File: src/rtl/tri_fifo_pkg.sv
package tri_fifo_pkg;

    localparam int AXIS_W        = 16;
    localparam int BYTES_PER_SET = 6;
    localparam int IDX_W         = 3;

    typedef struct packed {
        logic [AXIS_W-1:0] z;
        logic [AXIS_W-1:0] y;
        logic [AXIS_W-1:0] x;
    } tri_sample_t;

    typedef enum logic [1:0] {
        MODE_PASS   = 2'd0,
        MODE_FILL   = 2'd1,
        MODE_STREAM = 2'd2,
        MODE_TRIG   = 2'd3
    } fifo_mode_e;

    // Byte order inside a set: X low/high, Y low/high, Z low/high
    function automatic logic [7:0] pick_byte(tri_sample_t s, logic [IDX_W-1:0] idx);
        logic [7:0] b;
        case (idx)
            3'd0:    b = s.x[7:0];
            3'd1:    b = s.x[15:8];
            3'd2:    b = s.y[7:0];
            3'd3:    b = s.y[15:8];
            3'd4:    b = s.z[7:0];
            default: b = s.z[15:8];
        endcase
        return b;
    endfunction

endpackage

File: src/rtl/tff_store.sv
module tff_store
    import tri_fifo_pkg::*;
#(
    parameter int DEPTH = 32,
    localparam int PW   = $clog2(DEPTH)
) (
    input  logic        clk,
    input  logic        rst,
    input  logic        smp_valid,
    input  tri_sample_t smp_in,
    input  logic        wr_en,
    input  logic [PW-1:0] wr_ptr,
    input  logic [PW-1:0] rd_ptr,
    output tri_sample_t slot_out,
    output tri_sample_t latest
);

    tri_sample_t mem [DEPTH];

    always_ff @(posedge clk) begin
        if (wr_en) mem[wr_ptr] <= smp_in;
    end

    always_ff @(posedge clk) begin
        if (rst)            latest <= '0;
        else if (smp_valid) latest <= smp_in;
    end

    assign slot_out = mem[rd_ptr];

endmodule

File: src/rtl/tff_byte_sel.sv
module tff_byte_sel
    import tri_fifo_pkg::*;
(
    input  logic             clk,
    input  logic             rst,
    input  logic             rd_req,
    input  logic             rd_restart,
    output logic [IDX_W-1:0] idx,
    output logic             pop_req
);

    localparam logic [IDX_W-1:0] LAST = IDX_W'(BYTES_PER_SET - 1);

    assign pop_req = rd_req && !rd_restart && (idx == LAST);

    always_ff @(posedge clk) begin
        if (rst || rd_restart) idx <= '0;
        else if (rd_req)       idx <= (idx == LAST) ? '0 : idx + 1'b1;
    end

endmodule

File: src/rtl/tff_ctrl.sv
module tff_ctrl
    import tri_fifo_pkg::*;
#(
    parameter int DEPTH = 32,
    localparam int PW   = $clog2(DEPTH),
    localparam int CW   = $clog2(DEPTH + 1)
) (
    input  logic          clk,
    input  logic          rst,
    input  logic          fifo_en,
    input  fifo_mode_e    mode,
    input  logic          trig,
    input  logic          push,
    input  logic          pop_req,
    output logic          wr_en,
    output logic [PW-1:0] wr_ptr,
    output logic [PW-1:0] rd_ptr,
    output logic [CW-1:0] count,
    output logic          ovr
);

    fifo_mode_e mode_q;
    logic trig_q, stop_q;
    logic flush, full, do_pop, fill_beh, room, accept, overwrite, drop;

    always_comb begin
        flush     = !fifo_en || (mode == MODE_PASS) || (mode != mode_q);
        full      = (count == CW'(DEPTH));
        do_pop    = pop_req && (count != '0);
        fill_beh  = (mode == MODE_FILL) || ((mode == MODE_TRIG) && trig_q);
        room      = !full || do_pop;
        accept    = push && !stop_q && room;
        overwrite = push && !room && !fill_beh;
        drop      = push && !room && fill_beh;
        wr_en     = (accept || overwrite) && !flush;
    end

    always_ff @(posedge clk) begin
        if (rst) mode_q <= MODE_PASS;
        else     mode_q <= mode;
    end

    always_ff @(posedge clk) begin
        if (rst || flush) begin
            wr_ptr <= '0;
            rd_ptr <= '0;
            count  <= '0;
            ovr    <= 1'b0;
            stop_q <= 1'b0;
            trig_q <= 1'b0;
        end else begin
            if (wr_en)                 wr_ptr <= wr_ptr + 1'b1;
            if (do_pop || overwrite)   rd_ptr <= rd_ptr + 1'b1;
            count <= count + CW'(accept) - CW'(do_pop);
            if (overwrite || drop)     ovr    <= 1'b1;
            if (drop)                  stop_q <= 1'b1;
            if (mode == MODE_TRIG && trig) trig_q <= 1'b1;
        end
    end

endmodule

File: src/rtl/tri_axis_fifo.sv
module tri_axis_fifo
    import tri_fifo_pkg::*;
#(
    parameter int DEPTH = 32,
    localparam int PW   = $clog2(DEPTH),
    localparam int CW   = $clog2(DEPTH + 1)
) (
    input  logic          clk,
    input  logic          rst,
    input  logic          fifo_en,
    input  logic [1:0]    mode,
    input  logic          trig,
    input  logic [PW-1:0] wtm_level,
    input  logic          smp_valid,
    input  logic [15:0]   smp_x,
    input  logic [15:0]   smp_y,
    input  logic [15:0]   smp_z,
    input  logic          rd_req,
    input  logic          rd_restart,
    output logic [7:0]    rd_data,
    output logic [CW-1:0] fill_count,
    output logic          wtm,
    output logic          overrun
);

    fifo_mode_e       mode_e;
    tri_sample_t      smp_in, slot_out, latest, src;
    logic             wr_en, pop_req, active;
    logic [PW-1:0]    wr_ptr, rd_ptr;
    logic [IDX_W-1:0] idx;

    assign mode_e = fifo_mode_e'(mode);
    assign smp_in = '{z: smp_z, y: smp_y, x: smp_x};

    tff_ctrl #(.DEPTH(DEPTH)) ctrl_i (
        .clk(clk), .rst(rst), .fifo_en(fifo_en), .mode(mode_e), .trig(trig),
        .push(smp_valid), .pop_req(pop_req), .wr_en(wr_en), .wr_ptr(wr_ptr),
        .rd_ptr(rd_ptr), .count(fill_count), .ovr(overrun)
    );

    tff_store #(.DEPTH(DEPTH)) store_i (
        .clk(clk), .rst(rst), .smp_valid(smp_valid), .smp_in(smp_in),
        .wr_en(wr_en), .wr_ptr(wr_ptr), .rd_ptr(rd_ptr),
        .slot_out(slot_out), .latest(latest)
    );

    tff_byte_sel sel_i (
        .clk(clk), .rst(rst), .rd_req(rd_req), .rd_restart(rd_restart),
        .idx(idx), .pop_req(pop_req)
    );

    assign active  = fifo_en && (mode_e != MODE_PASS);
    assign src     = (active && fill_count != '0) ? slot_out : latest;
    assign rd_data = pick_byte(src, idx);
    assign wtm     = (fill_count >= CW'(wtm_level));

endmodule

File: config.mk
export PLATFORM = sky130hd
export DESIGN_NAME = tri_axis_fifo
export DESIGN_NICKNAME = d
export VERILOG_FILES = /design/src/rtl/tri_fifo_pkg.sv /design/src/rtl/tff_store.sv /design/src/rtl/tff_byte_sel.sv /design/src/rtl/tff_ctrl.sv /design/src/rtl/tri_axis_fifo.sv
export SDC_FILE = /design/constraint.sdc
export NUM_CORES = 1
export LEC_CHECK = 0
export BUFFER_PORTS_ARGS = -buffer_cell sky130_fd_sc_hd__buf_2
export CAP_MARGIN = 0
export CORE_ASPECT_RATIO = 1.75
export CORE_MARGIN = 2
export CORE_UTILIZATION = 63
export CTS_CLUSTER_SIZE = 24
export DETAILED_ROUTE_END_ITERATION = 10
export PLACE_DENSITY = 0.8
export SLEW_MARGIN = 10
export SYNTH_ARGS = -nofsm -noshare
export SYNTH_HDL_FRONTEND = slang
export SYNTH_SLANG_ARGS = --single-unit
File: constraint.sdc
create_clock -name clk -period 6.03 [get_ports clk]
set_clock_uncertainty 0.1 [all_clocks]
set_input_delay 0 -clock clk [delete_from_list [all_inputs] [get_ports clk]]
set_output_delay 0 -clock clk [all_outputs]
set_load 0.01 [all_outputs]
==> impl_metrics.sql <==
INSERT INTO impl_metrics (metric_group, metric, value, unit) VALUES
('status', 'run_status', 'completed', ''),
('placed_design', 'placed_cell_count', '4321', ''),
('logic_synthesis', 'netlist_top_cells_count', 'sky130_fd_sc_hd__edfxtp_1, sky130_fd_sc_hd__mux4_2, sky130_fd_sc_hd__mux2i_1', ''),
('logic_synthesis', 'post-synth-top-area-cell', 'sky130_fd_sc_hd__edfxtp_1', ''),
('placed_design', 'routabilityCongestion', '0.969', ''),
('logic_synthesis', 'post_synth_main_area_contributors', 'sky130_fd_sc_hd__edfxtp_1, sky130_fd_sc_hd__mux4_2, sky130_fd_sc_hd__mux2i_1, sky130_fd_sc_hd__dfxtp_1, sky130_fd_sc_hd__nor2_1', ''),
('setup_path', 'required', '5930', 'ps'),
('timing', 'worst-slew-pin-transition', '1480', 'ps'),
('placed_design', 'placement.setup.worst_slack', '1710', 'ps'),
('finish', 'area_growth_syn_to_layout', '11.8', '%'),
('drt', 'dr.pass1.iters', '6', ''),
('clocking', 'cts-hold-fix-buffers', '64', ''),
('logic_synthesis', 'synth_edf_count', '1536', ''),
('logic_synthesis', 'postSynthAreaPerCell', '20.7', 'µm²'),
('finish', 'stdcell_count', '4633', ''),
('drt', 'drt-vias-per-instance', '7.23', ''),
('logic_synthesis', 'synth.net_count', '3093', ''),
('timing', 'timing.setup.tns', '0', 'ps'),
('global_route', 'overflow', '0', ''),
('logic_synthesis', 'synth_sequential_area_ratio', '76.4', '%'),
('floorplanning', 'row_count', '152', ''),
('power_and_ir_drop', 'peakVddDrop', '295', 'µV'),
('global_route', 'grt_pass1_wl', '246000', 'µm'),
('clocking', 'cts.clk_slew.worst_paths', '60', 'ps'),
('job', 'max-cap-violations', '0', ''),
('floorplanning', 'io-pin-count', '78', ''),
('global_route', 'grt_start_max_net_pins', '93', ''),
('clocking', 'clkSinkCount', '1613', ''),
('floorplanning', 'chipHeight', '420', 'µm'),
('timing', 'slew_viol_final', '0', ''),
('clocking', 'cts-buffers-inserted', '138', ''),
('floorplanning', 'initial_utilization', '63.6', '%'),
('floorplanning', 'die_width', '242', 'µm'),
('timing', 'fmax', '0.186', 'GHz'),
('floorplanning', 'core_area', '98100', 'µm²'),
('setup_path', 'crit_slowest_cell', 'sky130_fd_sc_hd__a2111oi_0', ''),
('logic_synthesis', 'ys_seq_elements', '1613', ''),
('setup_path', 'critical_path.max_stage_delay', '1050', 'ps'),
('drt', 'detail_route.drc_violations', '0', ''),
('floorplanning', 'dieArea', '102000', 'µm²'),
('clocking', 'post-cts-setup-buffer-count', '0', ''),
('setup_path', 'setup_crit_path_kind', 'flip-flop to output port', ''),
('global_route', 'grt_use_total', '35.0', '%'),
('clocking', 'cts-htree-levels', '4', ''),
('clocking', 'ctsLongestPathBuffers', '3', ''),
('setup_path', 'critPathCaptureType', 'output port', ''),
('setup_path', 'path_cells', 'buf_4 -> and2_1 -> nand2_1 -> nor2_1 -> nor4_1 -> a2111oi_0 -> a41oi_1 -> buf_2', ''),
('logic_synthesis', 'synth.most_common_cell', 'sky130_fd_sc_hd__edfxtp_1', ''),
('drt', 'vias', '33500', ''),
('timing', 'final_min_period_over_clock_period', '89.0', '%'),
('timing', 'maxSlewHeadroom', '1.14', '%'),
('logic_synthesis', 'ys_dominant_reg_cell', 'sky130_fd_sc_hd__edfxtp_1', ''),
('clocking', 'cts_repair_resize_count', '0', ''),
('placed_design', 'detailed_placement_hpwl', '106000', 'µm'),
('timing', 'finalSetupViolations', '0', ''),
('setup_path', 'crit_path_start_kind', 'flip-flop', ''),
('finish', 'design_area', '69700', 'µm²'),
('finish', 'num-nets-final', '3299', ''),
('power_and_ir_drop', 'power_density', '311', 'nW/µm²'),
('timing', 'period_minus_slack', '5370', 'ps'),
('timing', 'post-route-worst-setup-slack', '662', 'ps'),
('drt', 'drt_iter0_markers', '4900', ''),
('clocking', 'buffer_type_at_the_clock_tree_root', 'sky130_fd_sc_hd__clkbuf_16', ''),
('drt', 'wl_per_cell', '37.8', 'µm'),
('timing', 'rsz0062_at_grt', 'no', ''),
('clocking', 'tritoncts_clock_tree', 'built', ''),
('setup_path', 'timing.critical_path.fanout_max', '22', ''),
('logic_synthesis', 'asyncSetResetFlopFracSynth', '0', '%'),
('timing', 'finalHoldViolations', '0', ''),
('placed_design', 'place_area', '64600', 'µm²'),
('logic_synthesis', 'synth.distinct_cells', '78', '');
area by class of cell:
class                   count  area [µm²]
multi-input cells        1205       14000
flip-flops and latches   1613       47700
diodes                      3        7.51
inverters                  25        93.8
clock buffers             166        3630
fillers                  5609       28400
well taps                1309        1640
clock inverters            79         878
repair buffers            233        1860
logic make-up (layout without fill, tap and decap cells):
| group | after synthesis | in the layout | synth area share, % |
|---|---|---|---|
| compound gates | 295 | 295 | 3.35 |
| xor+xnor | 13 | 13 | 0.182 |
| fa+ha+maj | 21 | 21 | 0.433 |
| buf+inv | 192 | 503 | 1.73 |
| flops | 1613 | 1613 | 76.4 |
| mux | 571 | 571 | 15.4 |
| other cells | 0 | 3 | 0 |
| simple gates | 305 | 305 | 2.48 |
where the power goes:
group	leakage (nW)	total (mW)	switching [mW]	internal, mW
clock network	2.20	9.00	4.02	4.98
logic	4.56	0.380	0.295	0.0850
registers	14.4	12.3	0.0145	12.3
sequential cells by signal, summed over array words and instances, names as in the netlist, named ones only:
register and count:
store_i.mem 1536, ctrl_i.rd_ptr 5, ctrl_i.wr_ptr 5, ctrl_i.stop_q 1
store_i.latest 48, ctrl_i.ovr 1, ctrl_i.trig_q 1, ctrl_i.count 6
ctrl_i.mode_q 2, sel_i.idx 3
critical path, delay by kind of cell, from the launching register on:
kind / cells / cell delay (ps)
buffers and inverters: 2 / 660
AOI/OAI and AO/OA: 2 / 1490
and+or+nand+nor: 4 / 1350
DFF: 1 / 950
path summary, 6_finish.rpt:
path | cells after the start | slack (ps) | end | start
setup / recovery | 8 | 660 | rd_data[3] | flip-flop
hold / removal | 5 | 110 | ctrl_i.stop_q | mode[1]
setup reg to reg | 9 | 1520 | store_i.mem[17][27] | ctrl_i.count[3]
hold reg to reg | 2 | 400 | store_i.latest[47] | store_i.latest[47]
through the flow:
| step | hold WS (ps) | utilization (%) |
|---|---|---|
| after floorplan | -22.7 | - |
| after global placement | 177 | 65.8 |
| after detailed placement | 182 | 65.8 |
| after CTS | 84.3 | 71.1 |
| after global routing | 133 | 71.1 |
| final | 109 | 71.1 |
layout by cell type (no fill, tap or decap), drive strengths merged, types with 17 or more instances in the layout:
cell	instances
mux4	311
clkbuf	166
a211oi	17
nand2	35
o22ai	52
mux2	17
buf	169
o21ai	36
ha	20
dlygate4sd3	64
inv	33
nand3	18
mux2i	243
clkinv	52
a21oi	29
dfxtp	77
nor2	146
a22oi	71
edfxtp	1536
metal layers:
layer | track usage, % | share of wire (%) | vias up
met4 | 26.4 | 9.2 | 4
li1 | - | - | 12900
met1 | 40.2 | 31 | 17000
met5 | 0 | 0.016 | -
met3 | 8.20 | 11 | 697
met2 | 57.6 | 49 | 2862
Note: power is estimated with default switching activity, not from simulation.
